## src/rtl/vd_pkg.sv

```systemverilog
package vd_pkg;

  localparam int CONSTR_LEN = 3;
  localparam int SW         = CONSTR_LEN - 1;
  localparam int NSTATE     = 1 << SW;

  // received / expected pair, bit 1 = y2, bit 0 = y1
  typedef logic [1:0] pair_t;
  // Hamming distance of a pair, 0..2
  typedef logic [1:0] bm_t;

  // Expected pair on the branch into state ns from predecessor {ns[0], x}.
  // Input bit of that branch is ns[1].
  function automatic pair_t branch_pair(input logic [SW-1:0] ns, input logic x);
    logic b;
    b = ns[SW-1];
    return {b ^ x, b ^ ns[0] ^ x};
  endfunction

  function automatic bm_t pair_distance(input pair_t a, input pair_t b);
    pair_t d;
    d = a ^ b;
    return {d[1] & d[0], d[1] ^ d[0]};
  endfunction

endpackage

```

## src/rtl/vd_bmu.sv

```systemverilog
module vd_bmu
  import vd_pkg::*;
(
  input  pair_t                   rx_i,
  output bm_t [NSTATE-1:0][1:0]   bm_o
);

  for (genvar s = 0; s < NSTATE; s++) begin : g_state
    localparam logic [SW-1:0] NS = SW'(s);
    for (genvar x = 0; x < 2; x++) begin : g_branch
      localparam logic XB = (x != 0);
      assign bm_o[s][x] = pair_distance(rx_i, branch_pair(NS, XB));
    end
  end

endmodule

```

## src/rtl/vd_acs.sv

```systemverilog
module vd_acs
  import vd_pkg::*;
#(
  parameter int PM_W      = 5,
  parameter int INIT_PM   = 8,
  parameter int STATE_IDX = 0
) (
  input  logic            clk,
  input  logic            rst_n,
  input  logic            init_i,
  input  logic [PM_W-1:0] pm0_i,
  input  logic [PM_W-1:0] pm1_i,
  input  bm_t             bm0_i,
  input  bm_t             bm1_i,
  output logic [PM_W-1:0] pm_o,
  output logic            dec_o
);

  localparam logic [PM_W-1:0] LOAD_PM = (STATE_IDX == 0) ? '0 : PM_W'(INIT_PM);

  logic [PM_W-1:0] cand0, cand1, diff, pm_d, pm_q;
  logic            take1;

  // candidate sums wrap; ordering is taken from the sign of the wrapped difference
  always_comb begin
    cand0 = pm0_i + PM_W'(bm0_i);
    cand1 = pm1_i + PM_W'(bm1_i);
    diff  = cand1 - cand0;
    take1 = diff[PM_W-1];            // strict: a tie keeps predecessor 0
    if (init_i) pm_d = LOAD_PM;
    else        pm_d = take1 ? cand1 : cand0;
  end

  always_ff @(posedge clk or negedge rst_n) begin
    if (!rst_n) pm_q <= LOAD_PM;
    else        pm_q <= pm_d;
  end

  assign pm_o  = pm_q;
  assign dec_o = take1;

endmodule

```

## src/rtl/vd_survivor.sv

```systemverilog
module vd_survivor
  import vd_pkg::*;
#(
  parameter int DEPTH = 11
) (
  input  logic              clk,
  input  logic              rst_n,
  input  logic              init_i,
  input  logic [NSTATE-1:0] dec_i,
  output logic [NSTATE-1:0] col_o
);

  logic [DEPTH-1:0] hist_q [NSTATE];
  logic [DEPTH-1:0] hist_d [NSTATE];

  for (genvar s = 0; s < NSTATE; s++) begin : g_exch
    localparam int   P0  = (2 * s) % NSTATE;
    localparam int   P1  = P0 + 1;
    localparam logic BIT = (s >= NSTATE / 2);
    assign hist_d[s] = init_i   ? '0 :
                       dec_i[s] ? {hist_q[P1][DEPTH-2:0], BIT} :
                                  {hist_q[P0][DEPTH-2:0], BIT};
    assign col_o[s]  = hist_q[s][DEPTH-1];
  end

  always_ff @(posedge clk or negedge rst_n) begin
    if (!rst_n) begin
      for (int i = 0; i < NSTATE; i++) hist_q[i] <= '0;
    end else begin
      for (int i = 0; i < NSTATE; i++) hist_q[i] <= hist_d[i];
    end
  end

endmodule

```

## src/rtl/vd_core.sv

```systemverilog
module vd_core
  import vd_pkg::*;
#(
  parameter int PM_W       = 5,
  parameter int INIT_PM    = 8,
  parameter int SURV_DEPTH = 11
) (
  input  logic              clk,
  input  logic              rst_n,
  input  logic              sync_i,
  input  logic [1:0]        rx_pair_i,
  output logic [NSTATE-1:0] col_o
);

  logic                  init_q, init_d;
  logic [PM_W-1:0]       pm [NSTATE];
  logic [NSTATE-1:0]     dec;
  bm_t [NSTATE-1:0][1:0] bm;

  assign init_d = sync_i;

  always_ff @(posedge clk or negedge rst_n) begin
    if (!rst_n) init_q <= 1'b0;
    else        init_q <= init_d;
  end

  vd_bmu i_bmu (
    .rx_i (rx_pair_i),
    .bm_o (bm)
  );

  for (genvar s = 0; s < NSTATE; s++) begin : g_acs
    localparam int P0 = (2 * s) % NSTATE;
    localparam int P1 = P0 + 1;
    vd_acs #(
      .PM_W      (PM_W),
      .INIT_PM   (INIT_PM),
      .STATE_IDX (s)
    ) i_acs (
      .clk    (clk),
      .rst_n  (rst_n),
      .init_i (init_q),
      .pm0_i  (pm[P0]),
      .pm1_i  (pm[P1]),
      .bm0_i  (bm[s][0]),
      .bm1_i  (bm[s][1]),
      .pm_o   (pm[s]),
      .dec_o  (dec[s])
    );
  end

  vd_survivor #(
    .DEPTH (SURV_DEPTH)
  ) i_surv (
    .clk    (clk),
    .rst_n  (rst_n),
    .init_i (init_q),
    .dec_i  (dec),
    .col_o  (col_o)
  );

endmodule

```

## config.mk

```make
export PLATFORM = sky130hd
export DESIGN_NAME = vd_core
export DESIGN_NICKNAME = d
export VERILOG_FILES = /design/src/rtl/vd_pkg.sv /design/src/rtl/vd_bmu.sv /design/src/rtl/vd_acs.sv /design/src/rtl/vd_survivor.sv /design/src/rtl/vd_core.sv
export SDC_FILE = /design/constraint.sdc
export NUM_CORES = 1
export LEC_CHECK = 0
export BUFFER_PORTS_ARGS = -buffer_cell sky130_fd_sc_hd__buf_2
export CAP_MARGIN = 20
export CELL_PAD_IN_SITES_DETAIL_PLACEMENT = 1
export CELL_PAD_IN_SITES_GLOBAL_PLACEMENT = 2
export CORE_ASPECT_RATIO = 1.1
export CORE_MARGIN = 2
export CORE_UTILIZATION = 35
export CTS_CLUSTER_DIAMETER = 200
export DETAILED_ROUTE_END_ITERATION = 6
export GPL_ROUTABILITY_DRIVEN = 0
export GPL_TIMING_DRIVEN = 1
export HOLD_SLACK_MARGIN = 0.03
export PLACE_DENSITY = 0.69
export SLEW_MARGIN = 10
export SYNTH_ARGS = -nofsm -noshare
export SYNTH_HDL_FRONTEND = slang
export SYNTH_SLANG_ARGS = --single-unit
```

## constraint.sdc

```tcl
create_clock -name clk -period 2.99 [get_ports clk]
set_input_delay 0.4485 -clock clk [delete_from_list [all_inputs] [get_ports clk]]
set_output_delay 0.4485 -clock clk [all_outputs]
set_load 0.05 [all_outputs]
```

==> impl_metrics.json <==
{
  "end_kind": "register",
  "synth_nets": 381,
  "core-area_mm2": 0.01030,
  "path_delay_family": "adder cells",
  "rows": 39,
  "synthesis.instances": 342,
  "holdBufCountCts": 0,
  "status": "complete, but fails checks",
  "gr-total-overflow": 0,
  "critical_path_buf_inv_count": 5,
  "routed-via-count": 2692,
  "synth_cell_types": 37,
  "cts.sinks": 59,
  "crit_chain": "buf_8 > clkinvlp_4 > ha_4 > inv_4 > ha_4 > nor2b_4 > o21a_1 > o21ai_2 > xnor2_2 > ha_4 > nor2_4 > nor3_4 > xnor3_2 > buf_6 > buf_6 > mux2i_1 > nor2_1",
  "clockBufferDepth": 2,
  "slew-limit-headroom_pct": 65.86,
  "final_max_slew_viol_count": 0,
  "crit_path_max_fanout": 5,
  "h-tree-depth": 3,
  "finalNonFillerCells": 567,
  "clock_latency_ns": 0.33,
  "die_h_um": 111.5,
  "crit_required_ns": 3.18,
  "wl_met2_um": 5180,
  "max_stage_delay_ns": 0.33,
  "grt_pass1_vias": 2958,
  "ys_warn_count": 0,
  "drive_gt1_share_pct": 43.63,
  "dp_cells": 530,
  "worstPathArrival_ns": 3.18,
  "fin_ws_ns": -0.002077,
  "violations": "setup timing",
  "vias_per_cell": 4.748,
  "ys_ff_latch": 59,
  "drt-met1-wl_um": 4079,
  "wl_met3_um": 136,
  "cp_common_cell": "ha_4",
  "postLayoutCoreUtil_pct": 50.72,
  "period_needed_ns": 2.992,
  "drt-initial-drc-count": 28,
  "clock_skew_ns": 0.008848,
  "grt_util_all_layers_pct": 17.42,
  "firstDrtPassIters": 4,
  "grt_max_degree": 47,
  "ios": 9,
  "cts_buffers": 9,
  "worstMarginPinSlew_ns": 0.5121,
  "crit_type": "input pin to register",
  "drcViolationCount": 0,
  "finalNetCount": 458,
  "finalCritPeriodShare_pct": 100.1,
  "start_kind": "input pin",
  "root_buffer": "clkbuf_16",
  "fmax_mhz": 334.2,
  "routed_wl_um": 9627,
  "die_w_um": 101.7,
  "p_per_area_mw_per_mm2": 1426,
  "grt_pass1_wl_um": 15000,
  "vdd_drop_max_mv": 0.6550,
  "dpl.hpwl_um": 6382,
  "rsz0062_at_grt": "true",
  "seq_area_frac_synth_pct": 40.28,
  "syn2layout_area_growth_pct": 42.12,
  "ant_nets": 0,
  "cp_slowest_cell": "ha_4",
  "highest_layer": "met4",
  "hold_viol_final": 0,
  "place.port_buffers": 8,
  "clk_pin_slew_ns": 0.06,
  "cts_tree": "done",
  "synthesis.area_mm2": 0.003675,
  "drv_cap": 0,
  "antenna_cells": 0,
  "leakage_nw": 2.435,
  "initial_core_util_pct": 35.69,
  "wl_per_cell_um": 16.98,
  "hold_class": "input pin to asynchronous set/reset pin",
  "setup_viol": 1,
  "antenna_found_initial": 0,
  "die_area_mm2": 0.01134,
  "syn_area_per_cell_um2": 10.74
}
[through the flow]
stage                     cell area (um2)  hold slack, ns  setup WS [ns]  setup TNS (ns)  power, mW
after CTS                            4822         0.03762       -0.05525         -0.2665      6.738
after global routing                 5223         0.04686        -0.1433          -2.920      7.885
final                                5223         0.02661      -0.002077       -0.002077      7.447
after global placement               4273          0.3762        -0.4786          -18.37      4.853
after floorplan                      3745          0.1529       -0.04748         -0.5117      3.666
after detailed placement             4273          0.3957        -0.4963          -20.49      4.937
[cells by family after synthesis]
family                     share of synthesized area [%]
xor gates and xnor gates                           11.03
DFF                                                40.28
buffers and inverters                              5.312
AOI/OAI and AO/OA                                  7.354
muxes                                              11.71
and+or+nand+nor                                    12.73
adders and majority gates                          11.58
[layer usage]
metal	global-route usage, %	vias up
met5	0	-
met1	21.53	1364
met4	7.928	0
li1	-	1290
met3	2.260	16
met2	29.82	22
[cells in the final DEF, fill, tap and decap left out, types with 5 or more instances in the layout]
cell type  instances
mux2i_1           39
clkbuf_16         10
xor2_2             6
xnor2_1            6
buf_4             64
dfrtp_1           56
xnor2_2           12
buf_6              5
xor2_1             8
buf_2              7
nand2_1           15
and2_1             6
ha_4              10
nor3_2             5
a21oi_4            7
inv_1              9
nor2_1            63
ha_2               9
ha_1              15
[synthesized netlist by cell type, drive strengths merged]
cell | count | area (um2)
nor2 | 66 | 250.2
dfstp | 3 | 78.83
xnor3 | 4 | 95.09
mux2i | 43 | 430.4
a22o | 4 | 36.29
or2 | 1 | 6.260
nor3 | 7 | 35.03
a21boi | 1 | 7.510
nor2b | 6 | 37.54
nand2b | 2 | 20.02
xnor2 | 18 | 187.7
dfrtp | 56 | 1401
xor2 | 14 | 122.6
buf | 12 | 127.6
o21a | 4 | 30.03
inv | 13 | 48.80
o21ai | 10 | 50.04
nand3b | 1 | 7.510
a211oi | 1 | 7.510
or3 | 1 | 6.260
nand2 | 16 | 60.06
a21oi | 9 | 97.59
ha | 34 | 425.4
a2111oi | 4 | 41.29
clkbuf | 5 | 18.77
and2 | 7 | 45.05
[worst paths after layout]
| check | from | end | slack (ns) | depth (start not counted) |
|---|---|---|---|---|
| setup / recovery | rx_pair_i[0] | g_acs[1].i_acs.pm_o[0] | -0.002 | 17 |
| hold / removal | rst_n | g_acs[3].i_acs.pm_o[4] | 0.03 | 1 |
| setup reg to reg | g_acs[2].i_acs.pm_o[1] | g_acs[1].i_acs.pm_o[0] | 0.05 | 13 |
| hold reg to reg | i_surv.hist_q[0] | i_surv.hist_q[1] | 0.48 | 1 |
| max in group asynchronous | rst_n | g_acs[1].i_acs.pm_o[3] | 2.28 | 2 |
| min in group clk | sync_i | init_q | 0.23 | 1 |
[power breakdown]
part | internal (mW) | switching, mW
clock | 0.667 | 0.384
combinational | 3.03 | 2.21
sequential | 0.961 | 0.199
total | 4.66 | 2.79
[flip-flops by register name, indices dropped and copies added, names as in the netlist]
name,count
g_acs.i_acs.pm_o,20
i_surv.hist_q,34
i_surv.col_o,4
init_q,1
[area by class of cell]
cell class	instances	area, um2
repair buffers	83	719.4
well taps	143	178.9
fillers	1083	5074
flip-flops and latches	59	1480
clock buffers	10	239.0
inverters	13	55.05
multi-input cells	253	2485
clock inverters	6	65.06
[timing repair]
item / CTS / global route
setup buffers: 13 / 7
endpoints found under the setup margin: 37 / 51
gates resized for setup: 23 / 58
gates cloned: 1 / 1
pin swaps: 12 / 23
(Power assumes the default switching activity.)
